`src/rtl/chen_pkg.sv`:
```
package chen_pkg;
  localparam int NUM_CH  = 8;
  localparam int NUM_PAR = 2;
  localparam int NUM_OC  = 6;

  typedef enum logic {
    TRIP_OVERCURRENT = 1'b0,
    TRIP_OVERTEMP    = 1'b1
  } trip_src_e;

  function automatic trip_src_e chan_trip_src(input int idx, input int num_oc);
    return (idx < num_oc) ? TRIP_OVERCURRENT : TRIP_OVERTEMP;
  endfunction
endpackage

```
`src/rtl/chen_cmd_merge.sv`:
```
module chen_cmd_merge #(
  parameter int NUM_CH  = 8,
  parameter int NUM_PAR = 2
) (
  input  logic [NUM_CH-1:0]  ctrl_bits,
  input  logic [NUM_PAR-1:0] par_on_n,
  output logic [NUM_CH-1:0]  cmd_on
);
  for (genvar i = 0; i < NUM_CH; i++) begin : g_ch
    if (i < NUM_PAR) begin : g_par
      // parallel input low, or the control bit, turns the channel on
      assign cmd_on[i] = ctrl_bits[i] | ~par_on_n[i];
    end else begin : g_ser
      assign cmd_on[i] = ctrl_bits[i];
    end
  end
endmodule

```
`src/rtl/chen_rst_combine.sv`:
```
module chen_rst_combine (
  input  logic rst,
  input  logic ext_rst_n,
  input  logic uv_flag,
  output logic int_rst
);
  assign int_rst = rst | ~ext_rst_n | uv_flag;
endmodule

```
`src/rtl/chen_chan_slice.sv`:
```
module chen_chan_slice
  import chen_pkg::*;
#(
  parameter trip_src_e TRIP_SRC = TRIP_OVERCURRENT
) (
  input  logic clk,
  input  logic int_rst,
  input  logic cmd_on,
  input  logic oc_flag,
  input  logic ot_flag,
  output logic gate_en,
  output logic ovl_q
);
  logic trip;
  logic ovl_d;

  assign trip = (TRIP_SRC == TRIP_OVERCURRENT) ? oc_flag : ot_flag;

  always_comb begin
    if (!cmd_on) ovl_d = 1'b0;
    else         ovl_d = ovl_q | trip;
  end

  always_ff @(posedge clk) begin
    if (int_rst) begin
      ovl_q   <= 1'b0;
      gate_en <= 1'b0;
    end else begin
      ovl_q   <= ovl_d;
      gate_en <= cmd_on & ~ovl_d;
    end
  end

  // fault on a commanded channel latches and turns it off at once
  a_r4_trip_latches_off: assert property (@(posedge clk) disable iff (int_rst)
    (cmd_on && trip) |=> (ovl_q && !gate_en));

  // command off clears latch
  a_r8_cmd_off_clears: assert property (@(posedge clk) disable iff (int_rst)
    !cmd_on |=> (!ovl_q && !gate_en));

  // the flag of the other group does not stop a healthy channel
  a_r5_r6_other_flag_ignored: assert property (@(posedge clk) disable iff (int_rst)
    (cmd_on && !ovl_q && !trip) |=> gate_en);

  // latched channel stays off while still commanded
  a_r7_latch_holds: assert property (@(posedge clk) disable iff (int_rst)
    (cmd_on && ovl_q) |=> (ovl_q && !gate_en));

  a_r10_never_both: assert property (@(posedge clk) disable iff (int_rst)
    !(ovl_q && gate_en));
endmodule

```
`src/rtl/chen_top.sv`:
```
module chen_top
  import chen_pkg::*;
#(
  parameter int CH  = NUM_CH,
  parameter int PAR = NUM_PAR,
  parameter int OC  = NUM_OC
) (
  input  logic          clk,
  input  logic          rst,
  input  logic [CH-1:0] ctrl_bits,
  input  logic [PAR-1:0] par_on_n,
  input  logic [CH-1:0] oc_flag,
  input  logic [CH-1:0] ot_flag,
  input  logic          ext_rst_n,
  input  logic          uv_flag,
  output logic [CH-1:0] gate_en,
  output logic [CH-1:0] ovl_state
);
  logic [CH-1:0] cmd_on;
  logic          int_rst;

  chen_cmd_merge #(.NUM_CH(CH), .NUM_PAR(PAR)) u_merge (
    .ctrl_bits(ctrl_bits),
    .par_on_n (par_on_n),
    .cmd_on   (cmd_on)
  );

  chen_rst_combine u_rst (
    .rst      (rst),
    .ext_rst_n(ext_rst_n),
    .uv_flag  (uv_flag),
    .int_rst  (int_rst)
  );

  for (genvar i = 0; i < CH; i++) begin : g_slice
    chen_chan_slice #(.TRIP_SRC(chan_trip_src(i, OC))) u_slice (
      .clk    (clk),
      .int_rst(int_rst),
      .cmd_on (cmd_on[i]),
      .oc_flag(oc_flag[i]),
      .ot_flag(ot_flag[i]),
      .gate_en(gate_en[i]),
      .ovl_q  (ovl_state[i])
    );
  end

  // external reset or undervoltage clears everything on the next edge
  a_r3_reset_forces_off: assert property (@(posedge clk) disable iff (rst)
    (!ext_rst_n || uv_flag) |=> (gate_en == '0 && ovl_state == '0));

  // a low parallel input with no fault turns the channel on
  for (genvar p = 0; p < PAR; p++) begin : g_par_chk
    a_r1_par_low_on: assert property (@(posedge clk) disable iff (int_rst)
      (!par_on_n[p] && !ovl_state[p] && !oc_flag[p]) |=> gate_en[p]);
  end
endmodule

```
`config.mk`:
```
export PLATFORM = sky130hd
export DESIGN_NAME = chen_top
export DESIGN_NICKNAME = d
export VERILOG_FILES = /design/src/rtl/chen_pkg.sv /design/src/rtl/chen_cmd_merge.sv /design/src/rtl/chen_rst_combine.sv /design/src/rtl/chen_chan_slice.sv /design/src/rtl/chen_top.sv
export SDC_FILE = /design/constraint.sdc
export NUM_CORES = 1
export LEC_CHECK = 0
export ABC_AREA = 0
export BUFFER_PORTS_ARGS = -buffer_cell sky130_fd_sc_hd__buf_2
export CAP_MARGIN = 10
export CELL_PAD_IN_SITES_DETAIL_PLACEMENT = 0
export CELL_PAD_IN_SITES_GLOBAL_PLACEMENT = 1
export CORE_ASPECT_RATIO = 1.2
export CORE_UTILIZATION = 28
export DETAILED_ROUTE_END_ITERATION = 8
export PLACE_DENSITY = 0.73
export SYNTH_ARGS = -nofsm -noshare
export SYNTH_HDL_FRONTEND = slang
export SYNTH_SLANG_ARGS = --single-unit
```
`constraint.sdc`:
```
create_clock -name clk -period 1.4 [get_ports clk]
set_input_delay 0.28 -clock clk [delete_from_list [all_inputs] [get_ports clk]]
set_output_delay 0.28 -clock clk [all_outputs]
set_load 0.02 [all_outputs]
```
==> impl_metrics.ini <==
[layout]
multi_input_area_um2 = 203
num_antenna_cells = 0
stdcell_count = 116
nets = 116
seq_area_um2 = 320
fillers = 257
area_growth_pct = 20.0
final_cell_mix = buf_2 (37), dfxtp_1 (16), nor2_1 (8)
final_common_cell = buf_2
drive_gt1_frac = 0.553

[power_and_ir_drop]
ir_worst_vdd_mv = 0.296
power_density_nw_per_um2 = 1060
leakage_nw = 0.367

[worst_setup_path]
r2r-start = g_slice[6].u_slice.ovl_q$_SDFF_PP0_
cp.required_ns = 1.12
critPathMaxStageDelay_ns = 0.39
critPathTopFamily = flip-flops
cp_max_fo = 3
critPathKind = flop to primary output
r2r_cells = 1
end_kind = primary output
path_buf_inv = 1
crit_chain = buf_2
worstReg2RegEnd = g_slice[6].u_slice.gate_en$_SDFF_PP0_
reg2reg_slack_ns = 0.73
critical_path_arrival_ns = 0.86
start_kind = flop
cp_slowest_cell = dfxtp_1

[clock_tree]
htreeDepth = 1
ctsResizeCount = 0
clk_latency_ns = 0.28
cts_made_buffers = 3
root_buffer = clkbuf_4
post_cts_buffers = 0
cts_hold_buf = 0
clockBufferDepth = 2
cts_tree = built
clock_sinks = 16
clkSlewWorstSetupHoldPaths_ns = 0.09

[grt]
grt_pass1_vias = 440
grt_max_degree = 17
gr-total-overflow = 0
globalRouteMet1Util = 0.0915
antenna_found_initial = 0
gr-usage-met2 = 0.151
grt_use_met3 = 0.00980
grt_use_total = 0.0895
grt_pass1_wl_um = 1670
gr-max-usage-layer = met2

[floorplan]
die-area_um2 = 2590
die_height_um = 55.6
coreArea_um2 = 2280
dieWidth_um = 46.6
rows = 19
io_pins = 46
start_util = 0.293

[placement]
hpwl_um = 818
gp_congestion = 0.612
port_buffers = 37
post-place-cells = 112

[worst_hold_path]
hold_path_depth = 2
min_from = oc_flag[3]
whs_endpoint = g_slice[3].u_slice.gate_en$_SDFF_PP0_
hp-class = primary input to flop

[timing]
rsz0062_at_grt = no
tightestPinTransition_ns = 0.315
slew_headroom = 0.789
setup-violations-final = 0
fin_crit_sh = 0.815
max_freq_mhz = 877
setup_tns_ns = 0
hold_viol = 0
slew_viol_final = 0
clock_skew_ns = 0.00556
layout_min_cycle_time_ns = 1.14

[status]
status = completed

[routing]
vias = 471
dr.pass1.iters = 2
detail-route-antenna-nets = 0
drt-initial-drc-count = 1
wl_um = 1040
vias_per_cell = 4.06
wl_per_cell_um = 8.95
drc = 0

[yosys]
postSynthAreaPerCell_um2 = 11.0
netlist_instances = 61
synth_top_cell_area_share = 0.479
synth_area_leaders = dfxtp_1 (48%), buf_4 (18%), nor4b_1 (6.5%), nor4_4 (6.4%), o21ai_0 (4.5%)
seq_area_frac_synth = 0.479
synth_cell_types = 12
ys_ff_latch = 16
synth_warnings = 0
synth_fp_nets = 91
synth_area_um2 = 669
yosysTopAreaCell = dfxtp_1

[run]
drv_cap = 0
==> synth_stat cells (all sizes together) <==
cell	instances
nor2	8
nor4	2
dfxtp	16
nor2b	2
o21ai	6
buf	18
nor4b	6
nor3	2
or3b	1
==> cell type report <==
type | count | area share
multi-input combinational | 27 | 0.252
timing repair buffer | 38 | 0.255
sequential | 16 | 0.399
clock buffer | 4 | 0.0452
tap | 31 | 0.0483
==> routing by layer <==
layer,vias up,wire [µm],part of all wire
met5,-,0,0
met4,0,19,0.018
met3,2,40,0.039
met2,18,557,0.54
met1,212,419,0.40
li1,239,-,-
==> registers in the layout, summed over array words and instances, names as in the netlist <==
| register | cells |
|---|---|
| g_slice.u_slice.gate_en | 8 |
| g_slice.u_slice.ovl_q | 8 |
==> power breakdown <==
part	internal [mW]	total, mW	switching (mW)
Combinational	0.0436	0.0868	0.0432
Clock	0.158	0.295	0.137
Sequential	0.463	0.468	0.00450
==> cell families after synthesis <==
group                  share of synthesized area
buffers and inverters                      0.219
and+or+nand+nor                            0.258
AOI/OAI and AO/OA                         0.0449
DFF                                        0.479
==> metrics by stage <==
step / setup WS (ns) / utilization / total power, mW / hold slack, ns / instance area [µm²]
2_1_floorplan: 0.210 / - / 0.534 / 0.351 / 669
3_3_place_gp: 0.0243 / 0.336 / 0.564 / 0.418 / 767
3_5_place_dp: 0.0420 / 0.336 / 0.566 / 0.428 / 767
4_1_cts: 0.240 / 0.352 / 0.868 / 0.155 / 803
5_1_grt: 0.209 / 0.352 / 0.901 / 0.148 / 803
6_report: 0.259 / 0.352 / 0.850 / 0.165 / 803
==> worst max-delay path by stage <==
stage,start,end,slack (ns),cells past startpoint
3_3_place_gp,rst,g_slice[6].u_slice.gate_en$_SDFF_PP0_,0.02,4
4_1_cts,g_slice[0].u_slice.ovl_q$_SDFF_PP0_,ovl_state[0],0.24,1
5_1_grt,g_slice[0].u_slice.ovl_q$_SDFF_PP0_,ovl_state[0],0.21,1
3_5_place_dp,rst,g_slice[6].u_slice.gate_en$_SDFF_PP0_,0.04,4
2_1_floorplan,rst,g_slice[0].u_slice.gate_en$_SDFF_PP0_,0.21,4
6_report,g_slice[0].u_slice.ovl_q$_SDFF_PP0_,ovl_state[0],0.26,1
Power figures use the tool's default switching activity.
